`src/rtl/drum_selftest_pkg.sv`:
```
package drum_selftest_pkg;

  localparam int PAT_W  = 3;
  localparam int STAT_W = 32;

  typedef enum logic [1:0] {
    ST_IDLE   = 2'd0,
    ST_RUN    = 2'd1,
    ST_REPORT = 2'd2,
    ST_DONE   = 2'd3
  } seq_state_t;

endpackage

```
`src/rtl/drum_word_tracker.sv`:
```
module drum_word_tracker #(
  parameter int WORDS_PER_PASS = 1250,
  parameter int REPORT_WORD    = 1241,
  parameter int LAST_TRACK     = 383,
  parameter int TRACK_W        = 9,
  parameter int PAT_W          = 3
) (
  input  logic                                  clk,
  input  logic                                  rst,
  input  logic                                  clear,
  input  logic                                  step,
  output logic [$clog2(WORDS_PER_PASS+1)-1:0]   word_idx,
  output logic                                  is_read,
  output logic [TRACK_W-1:0]                    track,
  output logic [PAT_W-1:0]                      pattern,
  output logic                                  at_report,
  output logic                                  pass_end,
  output logic                                  final_pass
);

  localparam int WORD_W  = $clog2(WORDS_PER_PASS+1);
  localparam int NUM_PAT = 1 << PAT_W;

  always_ff @(posedge clk) begin
    if (rst || clear) begin
      word_idx <= '0;
      is_read  <= 1'b0;
      track    <= '0;
      pattern  <= '0;
    end else if (step) begin
      if (word_idx == WORD_W'(WORDS_PER_PASS-1)) begin
        word_idx <= '0;
        if (!is_read) begin
          is_read <= 1'b1;
        end else begin
          is_read <= 1'b0;
          if (track == TRACK_W'(LAST_TRACK)) begin
            track   <= '0;
            pattern <= pattern + 1'b1;
          end else begin
            track <= track + 1'b1;
          end
        end
      end else begin
        word_idx <= word_idx + 1'b1;
      end
    end
  end

  always_comb begin
    at_report  = step && is_read && (word_idx == WORD_W'(REPORT_WORD-1));
    pass_end   = step && (word_idx == WORD_W'(WORDS_PER_PASS-1));
    final_pass = is_read && (track == TRACK_W'(LAST_TRACK)) &&
                 (pattern == PAT_W'(NUM_PAT-1));
  end

  p_track_bound_r2: assert property (@(posedge clk) disable iff (rst)
    track <= TRACK_W'(LAST_TRACK));

  p_read_after_write_r2: assert property (@(posedge clk) disable iff (rst || clear)
    (pass_end && !is_read) |=> is_read);

endmodule

```
`src/rtl/drum_force_budget.sv`:
```
module drum_force_budget #(
  parameter int FORCE_W = 4
) (
  input  logic               clk,
  input  logic               rst,
  input  logic               load,
  input  logic [FORCE_W-1:0] load_val,
  input  logic               use_one,
  output logic               nonzero
);

  logic [FORCE_W-1:0] remain;

  always_ff @(posedge clk) begin
    if (rst) begin
      remain <= '0;
    end else if (load) begin
      remain <= load_val;
    end else if (use_one && (remain != '0)) begin
      remain <= remain - 1'b1;
    end
  end

  assign nonzero = (remain != '0);

  p_no_underflow_r8: assert property (@(posedge clk) disable iff (rst)
    (use_one && !load) |-> (remain != '0));

endmodule

```
`src/rtl/drum_status_shifter.sv`:
```
module drum_status_shifter #(
  parameter int STAT_W       = 32,
  parameter int STROBE_DELAY = 4,
  parameter int STROBE_GAP   = 4
) (
  input  logic              clk,
  input  logic              rst,
  input  logic              flush,
  input  logic              start,
  input  logic [STAT_W-1:0] word_in,
  output logic              busy,
  output logic              strobe,
  output logic [7:0]        byte_out
);

  localparam int NBYTES = STAT_W / 8;
  localparam int MAXW   = (STROBE_DELAY > STROBE_GAP) ? STROBE_DELAY : STROBE_GAP;
  localparam int CNT_W  = $clog2(MAXW + 1);
  localparam int IDX_W  = (NBYTES > 1) ? $clog2(NBYTES) : 1;

  logic              active;
  logic [CNT_W-1:0]  wait_cnt;
  logic [IDX_W-1:0]  idx;
  logic [STAT_W-1:0] sreg;

  always_ff @(posedge clk) begin
    if (rst || flush) begin
      active   <= 1'b0;
      strobe   <= 1'b0;
      byte_out <= '0;
      wait_cnt <= '0;
      idx      <= '0;
      sreg     <= '0;
    end else begin
      strobe <= 1'b0;
      if (start) begin
        active   <= 1'b1;
        sreg     <= word_in;
        wait_cnt <= CNT_W'(STROBE_DELAY);
        idx      <= '0;
      end else if (active) begin
        if (wait_cnt == CNT_W'(1)) begin
          strobe   <= 1'b1;
          byte_out <= sreg[STAT_W-1 -: 8];
          sreg     <= sreg << 8;
          if (idx == IDX_W'(NBYTES-1)) begin
            active <= 1'b0;
          end else begin
            idx      <= idx + 1'b1;
            wait_cnt <= CNT_W'(STROBE_GAP);
          end
        end else begin
          wait_cnt <= wait_cnt - 1'b1;
        end
      end
    end
  end

  assign busy = active;

  p_strobe_from_active_r5: assert property (@(posedge clk) disable iff (rst || flush)
    strobe |-> $past(active));

  p_start_when_idle_r6: assert property (@(posedge clk) disable iff (rst || flush)
    start |-> !active);

endmodule

```
`src/rtl/drum_selftest_seq.sv`:
```
module drum_selftest_seq
  import drum_selftest_pkg::*;
#(
  parameter int WORDS_PER_PASS = 1250,
  parameter int REPORT_WORD    = 1241,
  parameter int LAST_TRACK     = 383,
  parameter int TRACK_W        = 9,
  parameter int FORCE_W        = 4,
  parameter int STROBE_DELAY   = 4,
  parameter int STROBE_GAP     = 4
) (
  input  logic               clk,
  input  logic               rst,
  input  logic               test_en,
  input  logic               word_clk,
  input  logic               rd_mismatch,
  input  logic               sector_end,
  input  logic [FORCE_W-1:0] force_count,
  output logic               test_error,
  output logic               byte_strobe,
  output logic [7:0]         status_byte,
  output logic               test_done
);

  localparam int WORD_W = $clog2(WORDS_PER_PASS+1);

  seq_state_t state;

  logic              start_run;
  logic              accept;
  logic [WORD_W-1:0] word_idx;
  logic              is_read;
  logic [TRACK_W-1:0] track;
  logic [PAT_W-1:0]  pattern;
  logic              at_report;
  logic              pass_end;
  logic              final_pass;
  logic              forced_due;
  logic              mism_now;
  logic              mism_seen;
  logic              real_err;
  logic              new_err;
  logic              trigger;
  logic              pending;
  logic              shift_busy;
  logic [STAT_W-1:0] held_status;
  logic [STAT_W-1:0] status_word;

  assign start_run = (state == ST_IDLE) && test_en;
  assign accept    = (state == ST_RUN) && test_en && word_clk;

  drum_word_tracker #(
    .WORDS_PER_PASS (WORDS_PER_PASS),
    .REPORT_WORD    (REPORT_WORD),
    .LAST_TRACK     (LAST_TRACK),
    .TRACK_W        (TRACK_W),
    .PAT_W          (PAT_W)
  ) u_tracker (
    .clk        (clk),
    .rst        (rst),
    .clear      (start_run),
    .step       (accept),
    .word_idx   (word_idx),
    .is_read    (is_read),
    .track      (track),
    .pattern    (pattern),
    .at_report  (at_report),
    .pass_end   (pass_end),
    .final_pass (final_pass)
  );

  drum_force_budget #(
    .FORCE_W (FORCE_W)
  ) u_budget (
    .clk      (clk),
    .rst      (rst),
    .load     (start_run),
    .load_val (force_count),
    .use_one  (at_report && forced_due),
    .nonzero  (forced_due)
  );

  // mismatch counts only on read words 1..REPORT_WORD
  assign mism_now = accept && is_read && rd_mismatch &&
                    (word_idx < WORD_W'(REPORT_WORD));
  assign real_err = mism_seen || mism_now;
  assign new_err  = real_err || forced_due;
  assign trigger  = at_report && (new_err || pending);

  always_comb begin
    status_word = held_status;
    if (new_err) begin
      status_word = STAT_W'({forced_due, real_err, pattern, track});
    end
  end

  always_ff @(posedge clk) begin
    if (rst || start_run) begin
      mism_seen <= 1'b0;
    end else if (pass_end) begin
      mism_seen <= 1'b0;
    end else if (mism_now) begin
      mism_seen <= 1'b1;
    end
  end

  always_ff @(posedge clk) begin
    if (rst || start_run) begin
      pending     <= 1'b0;
      held_status <= '0;
    end else begin
      if (trigger) begin
        pending     <= 1'b1;
        held_status <= status_word;
      end else if (sector_end && (state == ST_RUN || state == ST_REPORT)) begin
        pending <= 1'b0;
      end
    end
  end

  always_ff @(posedge clk) begin
    if (rst) begin
      state      <= ST_IDLE;
      test_error <= 1'b0;
      test_done  <= 1'b0;
    end else begin
      test_error <= trigger;
      test_done  <= accept && pass_end && final_pass;
      if (state != ST_IDLE && !test_en) begin
        state <= ST_IDLE;
      end else begin
        unique case (state)
          ST_IDLE:   if (test_en) state <= ST_RUN;
          ST_RUN: begin
            if (trigger) begin
              state <= ST_REPORT;
            end else if (accept && pass_end && final_pass) begin
              state <= ST_DONE;
            end
          end
          ST_REPORT: if (!shift_busy) state <= ST_RUN;
          ST_DONE:   state <= ST_DONE;
          default:   state <= ST_IDLE;
        endcase
      end
    end
  end

  drum_status_shifter #(
    .STAT_W       (STAT_W),
    .STROBE_DELAY (STROBE_DELAY),
    .STROBE_GAP   (STROBE_GAP)
  ) u_shifter (
    .clk      (clk),
    .rst      (rst),
    .flush    (!test_en),
    .start    (trigger),
    .word_in  (status_word),
    .busy     (shift_busy),
    .strobe   (byte_strobe),
    .byte_out (status_byte)
  );

  p_err_single_r4: assert property (@(posedge clk) disable iff (rst)
    test_error |=> !test_error);

  p_err_opens_report_r4: assert property (@(posedge clk) disable iff (rst || !test_en)
    test_error |-> shift_busy);

  p_done_single_r9: assert property (@(posedge clk) disable iff (rst)
    test_done |=> !test_done);

  p_hold_in_report_r6: assert property (@(posedge clk) disable iff (rst)
    (state == ST_REPORT && $past(state) == ST_REPORT) |-> $stable(word_idx));

endmodule

```
`config.mk`:
```
export PLATFORM = sky130hd
export DESIGN_NAME = drum_selftest_seq
export DESIGN_NICKNAME = d
export VERILOG_FILES = /design/src/rtl/drum_selftest_pkg.sv /design/src/rtl/drum_word_tracker.sv /design/src/rtl/drum_force_budget.sv /design/src/rtl/drum_status_shifter.sv /design/src/rtl/drum_selftest_seq.sv
export SDC_FILE = /design/constraint.sdc
export NUM_CORES = 1
export LEC_CHECK = 0
export ABC_AREA = 1
export BUFFER_PORTS_ARGS = -buffer_cell sky130_fd_sc_hd__buf_4
export CAP_MARGIN = 20
export CORE_MARGIN = 1.5
export CORE_UTILIZATION = 23
export CTS_CLUSTER_SIZE = 14
export DETAILED_ROUTE_END_ITERATION = 8
export PLACE_DENSITY = 0.39
export SLEW_MARGIN = 20
export SYNTH_ARGS = -nofsm -noshare
export SYNTH_HDL_FRONTEND = slang
export SYNTH_SLANG_ARGS = --single-unit
```
`constraint.sdc`:
```
create_clock -name clk -period 3 [get_ports clk]
set_input_delay 0.45 -clock clk [delete_from_list [all_inputs] [get_ports clk]]
set_output_delay 0.45 -clock clk [all_outputs]
set_load 0.005 [all_outputs]
```
Word-level counts from Yosys, hierarchy flattened

Index checks and enable logic that the tools add are counted.

Flip-flop bits (word level): 113
Latch bits: 0
Memory bits (writable): 0
Bits in read-only memories: 0
Input port bits: 10
Output and inout port bits: 11
Word-level logic and storage cells: 111
Memories kept: 0

Add/subtract/negate cells: 6
Multipliers: 0
Divide/modulo/power cells: 0
Order comparisons: 1
Equality and inequality tests: 14
Shift operators: 0
Mux-type cells: 25
Bitwise operators: 3
Reduce and logical (&&, ||, !) cells: 44

Operator list:

| cell                    | count |
|---|---|
| $mux W32                | 4 |
| $eq A11 B11 Y1 const B  | 2 |
| $logic_and A1 B1 Y1     | 17 |
| $mux W3                 | 4 |
| $reduce_and A3 Y1       | 4 |
| $add A11 B1 Y11 const B | 1 |
| $lt A11 B11 Y1 const B  | 1 |
| $mux W11                | 1 |
| $reduce_bool A2 Y1      | 5 |
| $add A9 B1 Y9 const B   | 1 |
| $eq A9 B9 Y1 const B    | 1 |
| $mux W9                 | 1 |
| $mux W1                 | 8 |
| $mux W2                 | 4 |
| $mux W4                 | 2 |
| $pmux W2 S4             | 1 |
| $reduce_and A2 Y1       | 4 |
| $eq A2 B2 Y1 const B    | 3 |
| $logic_or A1 B1 Y1      | 6 |
| $ne A2 B2 Y1 const B    | 3 |
| $reduce_or A2 Y1        | 3 |
| $reduce_and A4 Y1       | 1 |
| $reduce_bool A4 Y1      | 1 |
| $sub A4 B1 Y4 const B   | 1 |
| 12 further kinds        | 14 |

Depth between registers and ports, before layout

Depth in word-level cells: 12
Depth in mapped cells: 14
Depth with buffers taken out: 14

Cells and area by module

Synthesis repeated with hierarchy kept, for this count alone.

Cells, all modules: 805
Area, all modules: 5661.7 um^2

By module, submodules not included:

| module              | instances | cells each | area an instance (um^2) | sequential area each (um^2) |
|---|---|---|---|---|
| drum_status_shifter | 1         | 301        | 2093.3                  | 940.9 |
| drum_selftest_seq   | 1         | 248        | 1823.0                  | 760.7 |
| drum_word_tracker   | 1         | 216        | 1467.7                  | 480.5 |
| drum_force_budget   | 1         | 40         | 277.8                   | 80.1 |

Worst setup path after synthesis

No wires, ideal clock.

Kind: reg2reg
Start point: register state[1]
End point: register u_shifter.sreg[2]
Setup time: 70 ps
Data arrival time: 1686 ps
Data required time: 2930 ps
Path slack: 1243 ps
Stages on the path, launching flop included: 13
Buffers on the path: 2
Period minus slack after synthesis: 1757 ps
Cell sequence: dfxtp_1 inv_1 ha_1 nand4_1 inv_1 nand3_1 nor2_4 nand2_2 buf_6 nand2_4 buf_6 nand2_1 a21oi_1

Cells in the longest elaborated chain, start to end: 12
Elaborated cells on any way between the ends: 16
Classes of those cells: 1 x eq/ne; 2 x mux; 13 x reduce/logical

Ends and longest elaborated chain:

| item                                 | line                                             | text |
|---|---|---|
| start: declaration                   | drum_selftest_seq.sv:27                          | `seq_state_t state;` |
| start signal: assignment             | drum_selftest_seq.sv:123                         | `state <= ST_IDLE;` |
| start signal: assignment             | drum_selftest_seq.sv:130                         | `state <= ST_IDLE;` |
| start signal: assignment             | drum_selftest_seq.sv:133                         | `ST_IDLE: if (test_en) state <= ST_RUN;` |
| $eq A2 B1 Y1 (*)                     | drum_selftest_seq.sv:50                          | `assign accept = (state == ST_RUN) && test_en && word_clk;` |
| $logic_and A1 B1 Y1 (*) (2 in a row) | drum_selftest_seq.sv:50                          |  |
| $logic_and A1 B1 Y1 (*)              | drum_word_tracker.sv:51, drum_selftest_seq.sv:84 |  |
| $logic_and A1 B1 Y1 (2 in a row)     | drum_selftest_seq.sv:84                          | `assign mism_now = accept && is_read && rd_mismatch &&` |
| $logic_or A1 B1 Y1                   | drum_selftest_seq.sv:86                          | `assign real_err = mism_seen \|\| mism_now;` |
| $logic_or A1 B1 Y1                   | drum_selftest_seq.sv:87                          | `assign new_err = real_err \|\| forced_due;` |
| $logic_or A1 B1 Y1                   | drum_selftest_seq.sv:88                          | `assign trigger = at_report && (new_err \|\| pending);` |
| $logic_and A1 B1 Y1                  | drum_selftest_seq.sv:88                          |  |
| $reduce_bool A2 Y1 (no line)         | n/a                                              |  |
| $reduce_and A2 Y1 (no line)          | n/a                                              |  |
| end signal: assignment               | drum_status_shifter.sv:38                        | `sreg <= word_in;` |
| end signal: assignment               | drum_status_shifter.sv:45                        | `sreg <= sreg << 8;` |
| end: declaration                     | drum_status_shifter.sv:24                        | `logic [STAT_W-1:0] sreg;` |

Every way passes the cells marked *; elsewhere a longest branch is shown, timed or not.
A chain may end at the register's enable or synchronous reset.

Final worst setup path

Start point: register state[1]
End point: register u_shifter.sreg[12]

Same word-level chain as after synthesis.

==> impl_metrics.json <==
{
  "path_clk_slew_ns": 0.05,
  "dpl.hpwl_mm": 9.01,
  "worstPathArrival_ns": 2.89,
  "whs_ns": 0.249,
  "drc": 0,
  "use_met1_pct": 15.3,
  "pin_count": 21,
  "post-route-period-util_pct": 84.8,
  "grt_pass1_vias": 4253,
  "postSynth.asyncResetShare_pct": 0,
  "detail_route.wl_per_cell_um": 12.7,
  "synth.area.top_cells": "dfxtp_1 (46%), nand2_1 (13%), nor2_1 (7.2%), a21oi_1 (5.5%), inv_1 (5.0%)",
  "report.final.hold_viol_count": 0,
  "htreeDepth": 4,
  "core_area_sq_um": 21000,
  "min_period_ns": 2.55,
  "end_kind": "flop",
  "ant_nets": 0,
  "relSlewSlack_pct": 56.0,
  "die_h_um": 150,
  "dieArea_sq_um": 22400,
  "crit_slowest_cell": "nor4_1",
  "cts_inserted_buffers": 17,
  "cts_setup_buffers": 0,
  "layout_common_cells": "nand2_1 (170), dfxtp_1 (113), nor2_1 (95)",
  "synth_warnings": 0,
  "grt_antenna_before_repair": 0,
  "synth_nets": 700,
  "p_leak_nw": 2.26,
  "utilization_pct": 28.3,
  "fp.dieW_um": 150,
  "hp-class": "in2reg",
  "avgSynthCellArea_sq_um": 7.32,
  "cts_resized": 0,
  "area.growth.synth_to_final_pct": 20.6,
  "multi_input_area_sq_um": 2290,
  "setup_viol": 0,
  "fin_worst_skew_ns": 0.00805,
  "synth_ff_type": "dfxtp_1",
  "avgViaCountPerCell": 4.25,
  "cp.required_ns": 3.34,
  "ctsHoldBuffers": 0,
  "synth_top_cell_area_share_pct": 45.8,
  "n_antenna_cell": 0,
  "cts-root-buf": "clkbuf_16",
  "crit_fanout": 19,
  "rsz0062_at_grt": "false",
  "grt_first_pass_wirelength_mm": 21.2,
  "ys_seq_elements": 113,
  "routabilityCongestion": 0.742,
  "wl_mm": 12.5,
  "vdd_drop_max_v": 0.000337,
  "instances_no_fill": 988,
  "rr_startpoint": "state[1]",
  "drt_iter0_markers": 127,
  "cp_top_family": "simple AND/OR/NAND/NOR gates",
  "synthCells": 675,
  "drive_above_1_share_pct": 11.5,
  "portBuffers": 20,
  "tightestPinTransition_ns": 0.653,
  "grt_use_met3_pct": 3.54,
  "use_met2_pct": 20.1,
  "insertion_delay_ns": 0.41,
  "placedCellCount": 958,
  "grt_max_degree": 22,
  "max_cap_violations": 0,
  "cts_num_sinks": 113,
  "dr_total_vias": 4201,
  "initial_core_util_pct": 23.5,
  "first_pass_iters": 4,
  "setup.worst_path.class": "reg2reg",
  "maxSlewViolCount": 0,
  "synth-edff-count": 0,
  "power_density_nw_per_um2": 682,
  "synth_seq_area_share_pct": 45.8,
  "status": "complete, no violations",
  "min_from": "rst",
  "top_usage_layer": "met2",
  "critPathLaunch": "state[1]",
  "grt_usage_pct": 12.3,
  "fin_setup_tns_ns": 0,
  "grt-ovfl-total": 0,
  "critical_path.startpoint_type": "flop",
  "syn_area_sq_um": 4940,
  "crit_buf_inv": 3,
  "clockBufferDepth": 2,
  "cts_tree": "yes",
  "fmax_mhz": 393,
  "crit_chain": "inv_1 > ha_1 > nand4_1 > nor4_1 > nand2_1 > buf_4 > inv_1 > nand2_1 > nand2_1 > nand2_1 > a21oi_1",
  "rows": 53,
  "final_nets": 727,
  "cpMostUsedCell": "nand2_1",
  "slowest_delay_ns": 0.44,
  "synth_top_area_cell": "dfxtp_1",
  "yosysUniqueCellTypes": 38,
  "layout.area.seq_sq_um": 2260,
  "fillers": 2304,
  "layout_commonest_cell": "nand2_1"
}
[cell usage after synthesis (2+ instances only)]
cell type	instances
nor2_1	95
nand2_2	4
dfxtp_1	113
inv_2	3
and3_1	3
nand3_1	19
buf_2	6
nand2_1	170
a31oi_1	3
o21ai_1	3
ha_1	15
nor3_1	17
a211oi_1	2
nand4_1	8
buf_4	3
nor2_4	4
nor2_2	3
inv_1	66
nand2_4	3
nor4_1	2
clkbuf_1	7
a21oi_1	54
xor2_1	5
or2_2	3
buf_6	4
o21ai_0	42
nand3_2	3
o211ai_1	5
[worst reg2reg max path, delay by kind of cell, from the launching register on]
family | cells | cell delay, ns
buffers and inverters | 3 | 0.67
AOI/OAI and AO/OA | 1 | 0.12
DFF | 1 | 0.34
adders and majority gates | 1 | 0.21
and+or+nand+nor | 6 | 1.14
[path summary, 6_finish.rpt]
path	end	cells past startpoint	slack [ns]
max	u_shifter.sreg[12]	11	0.45
min	test_done	2	0.25
min reg2reg	held_status[18]	2	0.44
max reg2reg	u_shifter.sreg[12]	11	0.45
[power breakdown]
group / leakage [nW] / switching (mW) / internal [mW] / total, mW
registers: 0.911 / 0.0243 / 1.53 / 1.56
clock network: 0.276 / 0.704 / 1.31 / 2.01
logic: 1.08 / 0.344 / 0.148 / 0.493
[sequential cells by signal, indices dropped and copies added (netlist names)]
| name | flops |
|---|---|
| held_status | 32 |
| u_shifter.sreg | 32 |
| u_tracker.word_idx | 11 |
| u_tracker.track | 9 |
| u_shifter.byte_out | 8 |
| u_budget.remain | 4 |
| u_shifter.wait_cnt | 3 |
| u_tracker.pattern | 3 |
| state | 2 |
| u_shifter.idx | 2 |
| mism_seen | 1 |
| pending | 1 |
| test_done | 1 |
| test_error | 1 |
| u_shifter.busy | 1 |
| u_shifter.strobe | 1 |
| u_tracker.is_read | 1 |
[cell type report]
class,count,area share [%]
clock buffer,19,7.44
clock inverter,11,2.35
inverter,70,4.41
multi-input combinational,471,38.4
sequential,113,38.0
tap,275,5.78
timing repair buffer,29,3.65
[stage by stage]
stage | setup WS [ns] | total power [mW] | cell area [sq um]
final | 0.455 | 4.06 | 5960
after detailed placement | 0.427 | 2.09 | 5370
after CTS | 0.412 | 4.13 | 5960
after global placement | 0.606 | 2.08 | 5370
after global routing | 0.292 | 4.26 | 5960
after floorplan | 1.24 | 1.94 | 4940
[per-layer routing]
layer,vias to the layer above,share of wire [%]
li1,2213,-
met1,1946,49
met2,30,47
met3,12,2.6
met4,0,1.3
met5,-,0
[kinds of logic (layout without fill, tap and decap cells)]
| logic type | after synthesis | count (layout) | synth area share [%] |
|---|---|---|---|
| adders and majority gates | 15 | 15 | 3.80 |
| AOI/OAI and AO/OA | 113 | 113 | 12.1 |
| and+or+nand+nor | 337 | 337 | 29.4 |
| buffers and inverters | 91 | 129 | 7.90 |
| xor gates and xnor gates | 6 | 6 | 1.06 |
| DFF | 113 | 113 | 45.8 |
(Power assumes the default switching activity.)
